===== src/rtl/cfg_host_pkg.sv =====
package cfg_host_pkg;

  typedef enum logic [3:0] {
    ST_IDLE,
    ST_PULSE,
    ST_WAIT_REL,
    ST_LOAD,
    ST_STROBE,
    ST_GAP,
    ST_CHECK,
    ST_ERR_WAIT,
    ST_SUCCESS,
    ST_FAILED
  } cfg_state_e;

  function automatic int unsigned us_to_cycles(input int unsigned clk_hz, input int unsigned us);
    return (clk_hz / 1_000_000) * us;
  endfunction

endpackage


===== src/rtl/cfg_sync_bank.sv =====
module cfg_sync_bank #(
  parameter int WIDTH  = 4,
  parameter int STAGES = 2
) (
  input  logic             clk,
  input  logic             rst_n,
  input  logic [WIDTH-1:0] d,
  output logic [WIDTH-1:0] q
);

  logic [WIDTH-1:0] stg [STAGES];

  for (genvar s = 0; s < STAGES; s++) begin : g_stage
    if (s == 0) begin : g_first
      always_ff @(posedge clk or negedge rst_n) begin
        if (!rst_n) stg[s] <= '0;
        else        stg[s] <= d;
      end
    end else begin : g_next
      always_ff @(posedge clk or negedge rst_n) begin
        if (!rst_n) stg[s] <= '0;
        else        stg[s] <= stg[s-1];
      end
    end
  end

  assign q = stg[STAGES-1];

endmodule


===== src/rtl/cfg_down_timer.sv =====
module cfg_down_timer #(
  parameter int TW = 16
) (
  input  logic          clk,
  input  logic          rst_n,
  input  logic          load,
  input  logic [TW-1:0] load_val,
  output logic          zero
);

  logic [TW-1:0] cnt_q, cnt_d;

  always_comb begin
    cnt_d = cnt_q;
    if (load)              cnt_d = load_val;
    else if (cnt_q != '0)  cnt_d = cnt_q - 1'b1;
  end

  always_ff @(posedge clk or negedge rst_n) begin
    if (!rst_n) cnt_q <= '0;
    else        cnt_q <= cnt_d;
  end

  assign zero = (cnt_q == '0);

  // once expired, the timer stays expired until reloaded
  a_r2_timer_holds_zero: assert property (@(posedge clk) disable iff (!rst_n)
    (zero && !load) |=> zero);

endmodule


===== src/rtl/cfg_retry_ctr.sv =====
module cfg_retry_ctr #(
  parameter int LIMIT = 2
) (
  input  logic clk,
  input  logic rst_n,
  input  logic clr,
  input  logic inc,
  output logic full
);

  localparam int CW = $clog2(LIMIT + 2);

  logic [CW-1:0] cnt_q, cnt_d;

  always_comb begin
    cnt_d = cnt_q;
    if (clr)                          cnt_d = '0;
    else if (inc && cnt_q != CW'(LIMIT)) cnt_d = cnt_q + 1'b1;
  end

  always_ff @(posedge clk or negedge rst_n) begin
    if (!rst_n) cnt_q <= '0;
    else        cnt_q <= cnt_d;
  end

  assign full = (cnt_q == CW'(LIMIT));

  // recovery count never exceeds its limit
  a_r10_retry_bounded: assert property (@(posedge clk) disable iff (!rst_n)
    cnt_q <= CW'(LIMIT));

endmodule


===== src/rtl/cfg_host_seq.sv =====
module cfg_host_seq
  import cfg_host_pkg::*;
#(
  parameter int CLK_HZ      = 125_000_000,
  parameter int PULSE_US    = 8,
  parameter int ERR_US      = 40,
  parameter int STROBE_CYC  = 2,
  parameter int DONE_CYC    = 256,
  parameter int RETRY_MAX   = 2,
  parameter int SYNC_STAGES = 2
) (
  input  logic       clk,
  input  logic       rst_n,
  input  logic       start,
  input  logic       auto_restart,
  input  logic       s_valid,
  input  logic [7:0] s_data,
  input  logic       s_last,
  output logic       s_ready,
  output logic       src_rewind,
  output logic       cfg_n,
  output logic       cfg_cs,
  output logic       cfg_cs_n,
  output logic       cfg_wr_n,
  output logic [7:0] cfg_d,
  output logic       cfg_d_hi_oe,
  input  logic       tgt_status_n,
  input  logic       tgt_done,
  input  logic       tgt_init_done,
  input  logic       tgt_rdy,
  output logic       cfg_busy,
  output logic       cfg_ok,
  output logic       cfg_fail
);

  localparam int PULSE_CYC = us_to_cycles(CLK_HZ, PULSE_US);
  localparam int ERR_CYC   = us_to_cycles(CLK_HZ, ERR_US);
  localparam int GAP_CYC   = SYNC_STAGES + 2;
  localparam int TW        = $clog2(PULSE_CYC + ERR_CYC + DONE_CYC + STROBE_CYC + GAP_CYC + 1);
  localparam logic [TW-1:0] PULSE_LD  = TW'(PULSE_CYC - 1);
  localparam logic [TW-1:0] ERR_LD    = TW'(ERR_CYC - 1);
  localparam logic [TW-1:0] STROBE_LD = TW'(STROBE_CYC - 1);
  localparam logic [TW-1:0] GAP_LD    = TW'(GAP_CYC - 1);
  localparam logic [TW-1:0] DONE_LD   = TW'(DONE_CYC - 1);

  // reset: asserted asynchronously, released on the clock
  logic [1:0] rst_q;
  logic       rs_n;
  always_ff @(posedge clk or negedge rst_n) begin
    if (!rst_n) rst_q <= 2'b00;
    else        rst_q <= {rst_q[0], 1'b1};
  end
  assign rs_n = rst_q[1];

  // target-side inputs into the clock domain
  logic [3:0] tgt_sync;
  logic       stat_ok, done_ok, init_ok, rdy_ok;
  cfg_sync_bank #(.WIDTH(4), .STAGES(SYNC_STAGES)) u_sync (
    .clk   (clk),
    .rst_n (rs_n),
    .d     ({tgt_status_n, tgt_done, tgt_init_done, tgt_rdy}),
    .q     (tgt_sync)
  );
  assign {stat_ok, done_ok, init_ok, rdy_ok} = tgt_sync;

  cfg_state_e    st_q, st_d;
  logic          tmr_load, tmr_zero;
  logic [TW-1:0] tmr_val;
  logic          rty_clr, rty_inc, rty_full;
  logic          accept, flt, flt_soft;
  logic [7:0]    byte_q;
  logic          last_q;

  cfg_down_timer #(.TW(TW)) u_timer (
    .clk      (clk),
    .rst_n    (rs_n),
    .load     (tmr_load),
    .load_val (tmr_val),
    .zero     (tmr_zero)
  );

  cfg_retry_ctr #(.LIMIT(RETRY_MAX)) u_retry (
    .clk   (clk),
    .rst_n (rs_n),
    .clr   (rty_clr),
    .inc   (rty_inc),
    .full  (rty_full)
  );

  // next-state logic
  always_comb begin
    st_d     = st_q;
    tmr_load = 1'b0;
    tmr_val  = '0;
    rty_clr  = 1'b0;
    rty_inc  = 1'b0;
    accept   = 1'b0;
    flt      = 1'b0;
    flt_soft = 1'b0;
    unique case (st_q)
      ST_IDLE, ST_SUCCESS, ST_FAILED: begin
        if (start) begin
          st_d     = ST_PULSE;
          tmr_load = 1'b1;
          tmr_val  = PULSE_LD;
          rty_clr  = 1'b1;
        end
      end
      ST_PULSE: begin
        if (tmr_zero) begin
          st_d     = ST_WAIT_REL;
          tmr_load = 1'b1;
          tmr_val  = ERR_LD;
        end
      end
      ST_WAIT_REL: begin
        if (stat_ok)       st_d = ST_LOAD;
        else if (tmr_zero) flt  = 1'b1;
      end
      ST_LOAD: begin
        if (!stat_ok) begin
          flt      = 1'b1;
          flt_soft = 1'b1;
        end else if (s_valid && rdy_ok) begin
          accept   = 1'b1;
          st_d     = ST_STROBE;
          tmr_load = 1'b1;
          tmr_val  = STROBE_LD;
        end
      end
      ST_STROBE: begin
        if (tmr_zero) begin
          st_d     = ST_GAP;
          tmr_load = 1'b1;
          tmr_val  = GAP_LD;
        end
      end
      ST_GAP: begin
        if (!stat_ok) begin
          flt      = 1'b1;
          flt_soft = 1'b1;
        end else if (tmr_zero) begin
          if (last_q) begin
            st_d     = ST_CHECK;
            tmr_load = 1'b1;
            tmr_val  = DONE_LD;
          end else begin
            st_d = ST_LOAD;
          end
        end
      end
      ST_CHECK: begin
        if (!stat_ok) begin
          flt      = 1'b1;
          flt_soft = 1'b1;
        end else if (done_ok && init_ok) begin
          st_d = ST_SUCCESS;
        end else if (tmr_zero) begin
          flt = 1'b1;
        end
      end
      ST_ERR_WAIT: begin
        if (stat_ok) begin
          st_d = ST_LOAD;
        end else if (tmr_zero) begin
          st_d     = ST_PULSE;
          tmr_load = 1'b1;
          tmr_val  = PULSE_LD;
        end
      end
      default: st_d = ST_IDLE;
    endcase

    if (flt) begin
      if (rty_full) begin
        st_d = ST_FAILED;
      end else begin
        rty_inc  = 1'b1;
        tmr_load = 1'b1;
        if (flt_soft && auto_restart) begin
          st_d    = ST_ERR_WAIT;
          tmr_val = ERR_LD;
        end else begin
          st_d    = ST_PULSE;
          tmr_val = PULSE_LD;
        end
      end
    end
  end

  // state register
  always_ff @(posedge clk or negedge rs_n) begin
    if (!rs_n) st_q <= ST_IDLE;
    else       st_q <= st_d;
  end

  // byte holding register, enabled on acceptance
  always_ff @(posedge clk or negedge rs_n) begin
    if (!rs_n) begin
      byte_q <= '0;
      last_q <= 1'b0;
    end else if (accept) begin
      byte_q <= s_data;
      last_q <= s_last;
    end
  end

  // output decode
  logic on_port, settled;
  assign on_port  = (st_q == ST_LOAD) || (st_q == ST_STROBE) || (st_q == ST_GAP);
  assign settled  = (st_q == ST_IDLE) || (st_q == ST_SUCCESS) || (st_q == ST_FAILED);

  assign s_ready     = accept;
  assign src_rewind  = !(on_port || st_q == ST_CHECK);
  assign cfg_n       = (st_q != ST_PULSE);
  assign cfg_cs      = on_port;
  assign cfg_cs_n    = !on_port;
  assign cfg_wr_n    = (st_q != ST_STROBE);
  assign cfg_d_hi_oe = !settled;
  assign cfg_d       = settled ? 8'h00 : byte_q;
  assign cfg_busy    = !settled;
  assign cfg_ok      = (st_q == ST_SUCCESS);
  assign cfg_fail    = (st_q == ST_FAILED);

  // nothing moves on the port while the request line is low
  a_r2_pulse_quiet: assert property (@(posedge clk) disable iff (!rs_n)
    !cfg_n |-> (cfg_wr_n && cfg_cs_n && !s_ready));

  // a strobe is always framed by an active chip select
  a_r4_strobe_selected: assert property (@(posedge clk) disable iff (!rs_n)
    !cfg_wr_n |-> (cfg_cs && !cfg_cs_n));

  // data does not move during a strobe
  a_r4_data_held: assert property (@(posedge clk) disable iff (!rs_n)
    (!cfg_wr_n && $past(!cfg_wr_n)) |-> $stable(cfg_d));

  // a status error seen while loading blocks the next transfer
  a_r5_stop_on_error: assert property (@(posedge clk) disable iff (!rs_n)
    (st_q == ST_LOAD && !stat_ok) |=> (cfg_wr_n && !s_ready));

  // the failure state is exclusive and idle
  a_r10_fail_idle: assert property (@(posedge clk) disable iff (!rs_n)
    cfg_fail |-> (!cfg_busy && !cfg_ok && cfg_n));

  // after success only bit 0 stays driven, at a fixed level
  a_r11_lsb_parked: assert property (@(posedge clk) disable iff (!rs_n)
    cfg_ok |-> (!cfg_d_hi_oe && cfg_d[0] == 1'b0 && cfg_cs_n));

endmodule


===== config.mk =====
export PLATFORM = sky130hd
export DESIGN_NAME = cfg_host_seq
export DESIGN_NICKNAME = d
export VERILOG_FILES = /design/src/rtl/cfg_host_pkg.sv /design/src/rtl/cfg_sync_bank.sv /design/src/rtl/cfg_down_timer.sv /design/src/rtl/cfg_retry_ctr.sv /design/src/rtl/cfg_host_seq.sv
export SDC_FILE = /design/constraint.sdc
export NUM_CORES = 1
export LEC_CHECK = 0
export BUFFER_PORTS_ARGS = -buffer_cell sky130_fd_sc_hd__buf_2
export CAP_MARGIN = 40
export CORE_ASPECT_RATIO = 1.5
export CORE_MARGIN = 2
export CORE_UTILIZATION = 55
export CTS_BUF_LIST = sky130_fd_sc_hd__clkbuf_4
export DETAILED_ROUTE_END_ITERATION = 7
export GPL_ROUTABILITY_DRIVEN = 0
export PLACE_DENSITY = 0.84
export SLEW_MARGIN = 0
export SYNTH_ARGS = -nofsm -noshare
export SYNTH_HDL_FRONTEND = slang
export SYNTH_SLANG_ARGS = --single-unit

===== constraint.sdc =====
create_clock -name clk -period 4.8 [get_ports clk]
set_input_delay 1.44 -clock clk [delete_from_list [all_inputs] [get_ports clk]]
set_output_delay 1.44 -clock clk [all_outputs]
set_load 0.02 [all_outputs]

## Word-level counts from Yosys, hierarchy flattened

Cells that the tools add are included.

| storage, ports and cells | value |
|---|---|
| latch bits | 0 |
| register bits after elaboration | 38 |
| bits in writable memories | 0 |
| word-level logic and storage cells | 112 |
| ROM bits | 0 |
| memories kept | 0 |

| cells by class | value |
|---|---|
| add/sub/neg operators | 2 |
| reduce and logical (&&, ||, !) cells | 22 |
| shifts and indexed selects | 0 |
| multiplexer cells | 56 |
| equal/unequal tests | 24 |
| bitwise gates (word level) | 0 |
| divide/modulo/power cells | 0 |
| multipliers | 0 |
| $lt $le $gt $ge | 0 |

Operators by type and width:

| kind | number |
|---|---|
| $mux 13 | 6 |
| $pmux 13 s6 | 1 |
| $mux 4 | 14 |
| $mux 8 | 4 |
| $pmux 4 s8 | 1 |
| $mux 10 | 3 |
| $mux 1 | 20 |
| $ne 3x3->1 const B | 6 |
| $eq 4x3->1 const B | 4 |
| $logic_not 13->1 | 1 |
| $reduce_bool 13->1 | 1 |
| $sub 13x1->13 const B | 1 |
| $ne 3x2->1 const B | 4 |
| $reduce_and 11->1 | 1 |
| $eq 4x2->1 const B | 2 |
| $eq 4x4->1 const B | 2 |
| $ne 4x3->1 const B | 2 |
| $mux 2 | 3 |
| $mux 3 | 2 |
| $reduce_or 3->1 | 2 |
| $logic_or 1x1->1 | 5 |
| $pmux 1 s5 | 1 |
| $eq 4x1->1 const B | 1 |
| $logic_and 1x1->1 | 4 |
| other kinds (9) | 13 |

## Depth between registers and ports, before layout

Gate-level depths: netlist (run 1).

| depth | value |
|---|---|
| depth after elaboration | 9 |
| mapped depth | 8 |

## By module

A second synthesis (run 1) with hierarchy kept.

| second synthesis, totals | value |
|---|---|
| cell total of the unflattened synthesis | 234 |
| area, all modules | 2260.9 µm² |

Modules (own cells, without submodules):

| module | cells each | seq. area each (µm²) | area each (µm²) | instances |
|---|---|---|---|---|
| cfg_host_seq | 129 | 375.4 | 1133.6 | 1 |
| cfg_down_timer | 82 | 325.3 | 767.0 | 1 |
| cfg_sync_bank | 12 | 200.2 | 230.2 | 1 |
| cfg_retry_ctr | 11 | 50.0 | 130.1 | 1 |

## Least setup slack after synthesis (run 1)

OpenSTA, ideal clock, no wires.

| timing | value |
|---|---|
| path type | input to output |
| from | in s_valid |
| to | out s_ready |
| slack | 1387 ps |
| stages | 3 |
| data required time | 3360 ps |
| arrival | 1973 ps |
| path buffers | 1 |
| cell sequence | nand4_1 inv_1 buf_2 |

| between the ends | value |
|---|---|
| word-level cells in the longest chain between the ends | 4 |

Ends and longest elaborated chain:

| item | line | RTL |
|---|---|---|
| start: declaration | cfg_host_seq.sv:16 | `input logic s_valid,` |
| $logic_and 1x1->1 | cfg_host_seq.sv:124 | `end else if (s_valid && rdy_ok) begin` |
| $mux 1 | cfg_host_seq.sv:124 |  |
| $mux 1 | cfg_host_seq.sv:121 | `if (!stat_ok) begin` |
| $mux 1 | cfg_host_seq.sv:100 | `unique case (st_q)` |
| end: declaration | cfg_host_seq.sv:19 | `output logic s_ready,` |

No other way between the ends.

## Worst setup path after layout (run 1)

Ends and elaborated chain as after synthesis.

==> impl_results.md, run 1 <==
* Drt pass-1 iters at 4
* Synth async-reset ratio at 100%
* N_diodes at 0
* Die height at 81.5 um
* Fin nets at 288
* Iter 0 DRT Violations at 51
* Synthesized instance count at 236
* #FFs+latches synth at 38
* Post-synth net total at 256
* Post-synth top area cell: dfrtp_1
* Drt drc at 0
* Post-route ant nets at 0
* Final Skew at 0.0131 ns
* Area Growth Syn to Fin at 12.6%
* Worst Setup End Kind: output pin
* Starting density of the core at 56.6%
* CTS sink cnt at 38
* Post-CTS setup buffers at 0
* Post-synth top area share at 43.2%
* Critical Path RT at 3.36 ns
* Critical path type: primary input to output pin
* CP arrival at 2.36 ns
* Initial antenna violation count at 0
* Syn. warnings at 0
* Layout cell share with drive strength beyond 1 at 23.8%
* Io pins at 36
* Syn avg cell area at 9.33 um2
* CTS Hold Bufs at 0
* RSZ-0062 raised after global routing: no
* IO buf count at 35
* Slew headroom at 52.6%
* Worst hold slack at 0.271 ns
* R2R setup slack at 2.34 ns
* Die X at 55.7 um
* Setup total negative slack at 0 ns
* Synth area leaders: dfrtp_1, nand2_1, and2_1
* Tot Pwr at 619 uW
* Max-Cap Viols at 0
* Cell Pwr Density at 250 mW/mm2
* Finished Layout Cells at 314
* Slew @ Worst Pin at 0.710 ns
* Die footprint at 0.00453 mm2
* Grt total ovfl at 0
* Core area at 0.00389 mm2
* WL/cell at 15.1 um
* Status: finished, final reports clean
* CTS max path bufs at 2
* Pleak at 0.00117 uW
* Startpoint Class: primary input
* Max-slew violations at 0
* Global-route wire length before repair at 7950 um
* Largest net degree at the start of global routing at 37
* Hold Path Class: register to async pin
* Max Freq at 0.263 GHz
* Fin crit share at 79.1%
* Final min period at 3.80 ns
* Root Driver: clkbuf_4
* Setup-failing EPs final at 0
* HPWL after DPL at 3540 um
* CTS H-tree depth at 2
* Crit path max fanout at 14
* Yosys cell types at 56
* Clock Pin Slew Worst Setup and Hold Paths at 0.13 ns
* Detailed Route WL at 4750 um
* # resized after CTS at 0
* CTS Buf Count at 5
* Mapped cell area at 0.00220 mm2
* Endpoints failing hold at 0
* Worst-Skew Late Latency at 0.35 ns
* Rows at 28
* Vias in the first global route at 1743
* Total GRT Usage at 22.7%
* Sequential area share after synthesis at 43.2%
* Inst Count DP at 306
* EDFF count, synth at 0
* Number of vias per cell at 5.85
* Peak supply drop at 0.305 mV
* Synth Flop Type: dfrtp_1
* DR vias at 1836
* CTS tree: built
## stage by stage
step           worst slack [ns]  utilization, %  instance area [um2]
2_1_floorplan              1.39               -                 2200
3_3_place_gp               1.03            61.0                 2370
3_5_place_dp               1.01            61.0                 2370
4_1_cts                    1.01            63.7                 2480
5_1_grt                   0.908            63.7                 2480
6_report                   1.00            63.7                 2480
## layer usage
| metal | global-route usage (%) | part of all wire [%] | wire length (um) |
|---|---|---|---|
| met5 | 0 | 0 | 0 |
| met4 | 10.5 | 2.9 | 140 |
| met3 | 4.09 | 2.9 | 139 |
| met2 | 42.5 | 56 | 2640 |
| met1 | 24.8 | 38 | 1820 |
## final cells by class
class	count	area, um2
flip-flops and latches	38	951
inverters	8	30.0
fillers	340	1410
multi-input cells	178	1140
repair buffers	37	190
well taps	45	56.3
clock buffers	5	37.5
clock inverters	3	68.8
## registers in the layout, indices dropped and copies added (netlist names)
name           flops
byte_q             8
last_q             1
rst_q              2
st_q               4
u_retry.cnt_q      2
u_sync.q           4
u_sync.stg         4
u_timer.cnt_q     13
## cells in the mapped netlist, types with 3 or more instances
cell / n
clkbuf_1: 3
xor2_1: 4
o21a_1: 4
a21o_1: 3
nor2_1: 9
nor3_1: 6
mux2i_1: 3
xnor2_1: 7
o31ai_1: 3
buf_2: 3
or2_2: 3
nand2b_1: 9
buf_4: 3
dfrtp_1: 38
and2_1: 11
nand2_1: 41
nand4_1: 5
nor4_1: 4
a21oi_1: 6
o21ai_0: 7
nand3_1: 5
inv_1: 8
or3_1: 3
## kinds of logic (layout without fill, tap and decap cells)
group	after synthesis	in the layout	synth area share (%)
simple gates	112	112	27.7
compound gates	46	46	15.4
mux	6	6	3.24
xor+xnor	11	11	4.38
other cells	1	1	0.170
fa+ha+maj	2	2	1.14
flops	38	38	43.2
buf+inv	20	53	4.77
## critical path, stage by stage
cell     delay, ns
buf_2         0.08
nand4_1       0.08
buf_4         0.21
inv_1         0.30
buf_2         0.24
## cell usage in the layout, fill, tap and decap left out, drive strengths merged, types with 3 or more instances in the layout
cell      n
a21oi     6
nand4     5
nor4      6
or2       3
nand2b    9
nand2    41
buf      37
xor2      4
clkbuf    5
nor3b     3
a211oi    4
or3       4
and2     11
nand3     5
a2111oi   3
inv       8
nor3      6
a211o     3
mux2      3
dfrtp    38
o21a      4
o21ai     9
a21o      3
nor2      9
xnor2     7
o31ai     3
and3      3
mux2i     3
## path summary, 6_finish.rpt
check                                 start          end  depth (start not counted)
max                                 s_valid      s_ready                          5
min                                rst_q[1]       last_q                          1
max reg2reg                u_timer.cnt_q[0]      st_q[2]                          7
min reg2reg                        rst_q[1]       last_q                          1
max in group asynchronous             rst_n     rst_q[1]                          1
min in group clk              u_sync.stg[5]  u_sync.q[1]                          0
## report_power, final
group	internal (uW)	switching [uW]	leakage, uW
sequential	324	2.66	0.000452
combinational	6.02	8.72	0.000660
clock	163	115	0.0000554
total	493	126	0.00117
Note: power is estimated with default switching activity, not from simulation.
==> run 2, diff against run 1 <==
Clock period 4.8 ns to 3.9 ns, I/O delays scaled along.
==> impl_results.md, run 2 (synthesis results as in run 1) <==
* CTS max path bufs at 2 (unchanged)
* # resized after CTS at 0 (unchanged)
* WL/cell at 15.1 um (about the same)
* Status: finished, final reports clean (unchanged)
* Post-CTS setup buffers at 0 (unchanged)
* Pleak at 0.00118 uW (was 0.00117 uW)
* Tot Pwr at 762 uW (was 619 uW)
* CP max-delay cell: dfrtp_1 (was inv_1)
* CTS H-tree depth at 2 (unchanged)
* Layout cell share with drive strength beyond 1 at 24.4% (was 23.8%)
* Area Growth Syn to Fin at 13.3% (was 12.6%)
* Rows at 28 (unchanged)
* Largest net degree at the start of global routing at 37 (unchanged)
* Setup-failing EPs final at 0 (unchanged)
* CTS sink cnt at 38 (unchanged)
* Die footprint at 0.00453 mm2 (unchanged)
* Setup total negative slack at 0 ns (unchanged)
* Endpoints failing hold at 0 (unchanged)
* CP arrival at 2.06 ns (was 2.36 ns)
* Inst Count DP at 308 (was 306)
* Detailed Route WL at 4770 um (was 4750 um)
* Fin crit share at 82.8%
* CTS tree: built (unchanged)
* Clock Pin Slew Worst Setup and Hold Paths at 0.13 ns (about the same)
* DP Area at 0.00239 mm2 (was 0.00237 mm2)
* N_diodes at 0 (unchanged)
* Max reg flops at 13 (unchanged)
* Cell Pwr Density at 306 mW/mm2 (was 250 mW/mm2)
* Initial antenna violation count at 0 (unchanged)
* Post-route ant nets at 0 (unchanged)
* Global-route wire length before repair at 7710 um (was 7950 um)
* CP peak stage delay at 0.67 ns (was 0.30 ns)
* Final min period at 3.23 ns
* Fin nets at 290 (was 288)
* Crit path max fanout at 16 (was 14)
* Critical Path RT at 2.73 ns (was 3.36 ns)
* Worst-Skew Late Latency at 0.36 ns (was 0.35 ns)
* IO buf count at 35 (unchanged)
* Critical path type: register to output pin (was primary input to output pin)
* HPWL after DPL at 3480 um (was 3540 um)
* Hold Path Class: register to async pin (unchanged)
* DR vias at 1837 (was 1836)
* CTS Buf Count at 5 (unchanged)
* Core area at 0.00389 mm2 (unchanged)
* Critical path cell sequence: nand2_1 > or2_2 > a21oi_1 > inv_1 > buf_2 (was buf_2 > nand4_1 > buf_4 > inv_1 > buf_2)
* Worst Setup End Kind: output pin (unchanged)
* Drt pass-1 iters at 4 (unchanged)
* Worst hold slack at 0.282 ns (was 0.271 ns)
* Max-Cap Viols at 0 (unchanged)
* Max Freq at 0.310 GHz
* Final Skew at 0.0113 ns (was 0.0131 ns)
* Drt drc at 0 (unchanged)
* Finished Layout Cells at 316 (was 314)
* Iter 0 DRT Violations at 60 (was 51)
* Peak supply drop at 0.336 mV (was 0.305 mV)
* Number of vias per cell at 5.81 (was 5.85)
* Slew headroom at 60.9% (was 52.6%)
* Die X at 55.7 um (unchanged)
* Largest Register: u_timer.cnt_q (unchanged)
* Starting density of the core at 56.6% (unchanged)
* Most frequent cells in the layout: nand2_1, dfrtp_1, buf_2 (unchanged)
* Final instance area at 0.00249 mm2 (was 0.00248 mm2)
* Largest registers: u_timer.cnt_q (13), byte_q (8) (unchanged)
* Max-slew violations at 0 (unchanged)
* Io pins at 36 (unchanged)
* Most common cell after layout, fill and taps aside: nand2_1 (unchanged)
* Startpoint Class: register (was primary input)
* Die height at 81.5 um (unchanged)
* Grt total ovfl at 0 (unchanged)
* CTS Hold Bufs at 0 (unchanged)
* Root Driver: clkbuf_4 (unchanged)
* Slew @ Worst Pin at 0.586 ns (was 0.710 ns)
* Filler instances at 340 (unchanged)
* Vias in the first global route at 1754 (was 1743)
* RSZ-0062 raised after global routing: no (unchanged)
* Total GRT Usage at 21.9% (was 22.7%)
## run 2: cell types whose count changed in the layout (fill, tap and decap cells not counted)
cell | before | now
buf_4 | 2 | 4
## run 2: power by group
| group | internal (uW) | leakage, uW | switching, uW |
|---|---|---|---|
| clock | 200 | 0.0000554 | 141 |
| combinational | 7.39 | 0.000671 | 10.6 |
| sequential | 399 | 0.000452 | 3.11 |
## run 2: final timing paths
check | startpoint | end | slack, ns | depth (start not counted)
worst max-delay path | st_q[1] | cfg_cs_n | 0.67 | 5
worst min-delay path | rst_q[1] | last_q | 0.28 | 1
worst max register to register | u_timer.cnt_q[0] | st_q[1] | 1.45 | 7
worst min register to register | rst_q[1] | last_q | 0.28 | 1
max in group asynchronous | rst_n | rst_q[1] | 3.23 | 1
min in group clk | u_sync.stg[7] | u_sync.q[3] | 0.36 | 0
## run 2: metal layers
metal  up-vias  track usage (%)  part of all wire, %
li1        897                -                    -
met3        11             4.57                  3.4
met2        57             38.3                   52
met5         -                0                    0
met4         0             11.5                  2.9
met1       872             25.2                   42
## run 2: worst max-delay path: cells and delay by family (launching register included)
family                 cells  cell delay, ns
AO/OA/AOI/OAI              1            0.20
buffers and inverters      2            0.24
flip-flops                 1            0.67
AND/OR/NAND/NOR            2            0.60
## run 2: final cells by class
cell class / count / area (um2) / area share, %
clock buffers: 5 / 37.5 / 1.51
clock inverters: 3 / 68.8 / 2.76
inverters: 8 / 30.0 / 1.20
multi-input cells: 178 / 1140 / 45.9
flip-flops and latches: 38 / 951 / 38.1
well taps: 45 / 56.3 / 2.26
repair buffers: 39 / 205 / 8.23
## run 2: stage by stage
| stage | util [%] | setup WS [ns] |
|---|---|---|
| detailed placement | 61.4 | 0.956 |
| global route | 64.1 | 0.546 |
| global placement | 61.4 | 0.953 |
| CTS | 64.1 | 0.749 |
| floorplan | - | 1.03 |
| finish | 64.1 | 0.672 |
==> run 3, diff against run 2 <==
Settings changed: CORE_UTILIZATION 55 to 53, PLACE_DENSITY 0.84 to 0.85.
Clock period 3.9 ns to 2.8 ns, I/O delays scaled along.
==> impl_results.md, run 3 (synthesis results as in run 1) <==
* Status: finished, final reports clean (unchanged)
* Grt total ovfl at 0 (unchanged)
* CTS sink cnt at 38 (unchanged)
* Hold Path Class: primary input to async pin (was register to async pin)
* Worst-Skew Late Latency at 0.35 ns (was 0.36 ns)
* Buf+Inv Stages, Crit Path at 1 (was 2)
* Clock Pin Slew Worst Setup and Hold Paths at 0.10 ns (was 0.13 ns)
* CTS Buf Count at 5 (unchanged)
* Critical Path Stages at 4 (was 5)
* IO buf count at 35 (unchanged)
* Worst hold slack at 0.257 ns (was 0.282 ns)
* HPWL after DPL at 3590 um (was 3480 um)
* CP arrival at 1.82 ns (was 2.06 ns)
* Rows at 28 (unchanged)
* Switching Share at 23.6% (was 20.4%)
* Die footprint at 0.00469 mm2 (was 0.00453 mm2)
* Iter 0 DRT Violations at 76 (was 60)
* Combinational Power Share at 2.9% (was 2.4%)
* DR vias at 1843 (was 1837)
* Slew @ Worst Pin at 0.545 ns (was 0.586 ns)
* Largest Register: u_timer.cnt_q (unchanged)
* Cell Pwr Density at 351 mW/mm2 (was 306 mW/mm2)
* Vias in the first global route at 1727 (was 1754)
* Slew headroom at 63.7% (was 60.9%)
* Core area at 0.00396 mm2 (was 0.00389 mm2)
* Max reg flops at 13 (unchanged)
* CTS max path bufs at 2 (unchanged)
* Max-Cap Viols at 0 (unchanged)
* CP max-delay cell: dfrtp_1 (unchanged)
* Initial antenna violation count at 0 (unchanged)
* Fin crit share at 95.0%
* Max Freq at 0.376 GHz
* Worst Setup End Kind: output pin (unchanged)
* Final min period at 2.66 ns
* Sw Pwr at 204 uW (was 155 uW)
* Drt pass-1 iters at 4 (unchanged)
* Most frequent cells in the layout: nand2_1, dfrtp_1, buf_2 (unchanged)
* CTS Hold Bufs at 0 (unchanged)
* Io pins at 36 (unchanged)
* Peak supply drop at 0.410 mV (was 0.336 mV)
* Setup total negative slack at 0 ns (unchanged)
* Reg2Reg Depth at 6 (was 7)
* WL/cell at 14.9 um (was 15.1 um)
* Critical path cell sequence: nand2b_1 > nand2_1 > and2_1 > buf_2 (was nand2_1 > or2_2 > a21oi_1 > inv_1 > buf_2)
* CTS tree: built (unchanged)
* Die X at 56.6 um (was 55.7 um)
* Clock power frac at 32.1% (was 44.9%)
* RSZ-0062 raised after global routing: no (unchanged)
* Number of vias per cell at 5.80 (was 5.81)
* Endpoints failing hold at 0 (unchanged)
* Sequential share of power at 64.9% (was 52.8%)
* Area Growth Syn to Fin at 11.8% (was 13.3%)
* Max-slew violations at 0 (unchanged)
* CTS H-tree depth at 2 (unchanged)
* Root Driver: clkbuf_4 (unchanged)
* Layout cell share with drive strength beyond 1 at 25.6% (was 24.4%)
* Internal power at 659 uW (was 607 uW)
* Final core utilization at 62.2% (was 64.1%)
* Fin nets at 292 (was 290)
* Delay-heaviest family, CP: simple AND/OR/NAND/NOR gates (was flip-flops)
* Setup-failing EPs final at 0 (unchanged)
* Drt drc at 0 (unchanged)
* Total GRT Usage at 21.5% (was 21.9%)
* Filler instances at 339 (was 340)
* Largest net degree at the start of global routing at 37 (unchanged)
* CP peak stage delay at 0.64 ns (was 0.67 ns)
* Crit path max fanout at 16 (unchanged)
* Global-route wire length before repair at 7940 um (was 7710 um)
* Most common cell after layout, fill and taps aside: nand2_1 (unchanged)
* N_diodes at 0 (unchanged)
* Critical path type: register to output pin (unchanged)
* Starting density of the core at 55.6% (was 56.6%)
* Final Skew at 0.0149 ns (was 0.0113 ns)
* Post-route ant nets at 0 (unchanged)
* Die height at 82.9 um (was 81.5 um)
* Critical Path RT at 1.96 ns (was 2.73 ns)
* Largest registers: u_timer.cnt_q (13), byte_q (8) (unchanged)
* Pleak at 0.00116 uW (was 0.00118 uW)
* Detailed Route WL at 4750 um (was 4770 um)
* Startpoint Class: register (unchanged)
-- run 3: changes by cell type in the layout (fill, tap and decap cells not counted), sizes merged --
cell,previous run,this run
buf,39,41
bufinv,2,0
clkinv,1,2
clkinvlp,0,1
-- run 3: power groups by stage --
stage | combinational (uW) | clock, uW | sequential, uW
after floorplan | 3.63 | 0 | 576
after global placement | 25.6 | 0 | 571
after detailed placement | 26.1 | 0 | 571
after CTS | 26.2 | 289 | 561
after global routing | 29.4 | 317 | 562
final | 25.3 | 278 | 561
-- run 3: cell type report --
| cell class | count | area (um2) | share of cell area (%) |
|---|---|---|---|
| clock buffers | 5 | 37.5 | 1.53 |
| inverters | 8 | 30.0 | 1.22 |
| multi-input cells | 178 | 1150 | 46.6 |
| flip-flops and latches | 38 | 953 | 38.7 |
| repair buffers | 41 | 220 | 8.95 |
| clock inverters | 3 | 16.3 | 0.661 |
| well taps | 45 | 56.3 | 2.29 |
-- run 3: worst register-to-register path, delay by kind of cell, from the launching register on --
kind,cells,cell delay [ns]
muxes,1,0.31
xor gates and xnor gates,1,0.14
buffers and inverters,1,0.26
DFF,1,0.70
and+or+nand+nor,1,0.08
AOI/OAI and AO/OA,2,0.78
-- run 3: metal layers --
layer / GRT usage [%] / vias up / wire [um]
met2: 36.7 / 61 / 2520
li1: - / 904 / -
met4: 9.31 / 0 / 158
met5: 0 / - / 0
met1: 25.3 / 865 / 1880
met3: 5.14 / 13 / 188
-- run 3: worst paths after layout --
check                              start          end  slack [ns]
setup reg to reg                 st_q[2]      st_q[1]        0.44
min in group clk           u_sync.stg[7]  u_sync.q[3]        0.36
max in group asynchronous       rst_q[1]      st_q[1]        2.18
setup / recovery                 st_q[3]     cfg_d[3]        0.14
hold / removal                     rst_n     rst_q[1]        0.26
hold reg to reg                 rst_q[1]    byte_q[6]        0.28
-- run 3: timing repair --
| item | in CTS | in global routing |
|---|---|---|
| resized for setup | 0 | 3 |
| setup endpoints to repair | 0 | 12 |
| buffers inserted | 0 | 0 |
-- run 3: per-stage QoR --
stage	cell area, um2	total power [uW]	instances	setup slack, ns
final	2460	864	318	0.139
after global routing	2460	909	318	0.000972
after CTS	2460	876	318	0.0210
after detailed placement	2400	597	310	0.413
after global placement	2400	596	310	0.446
after floorplan	2200	579	236	0.428
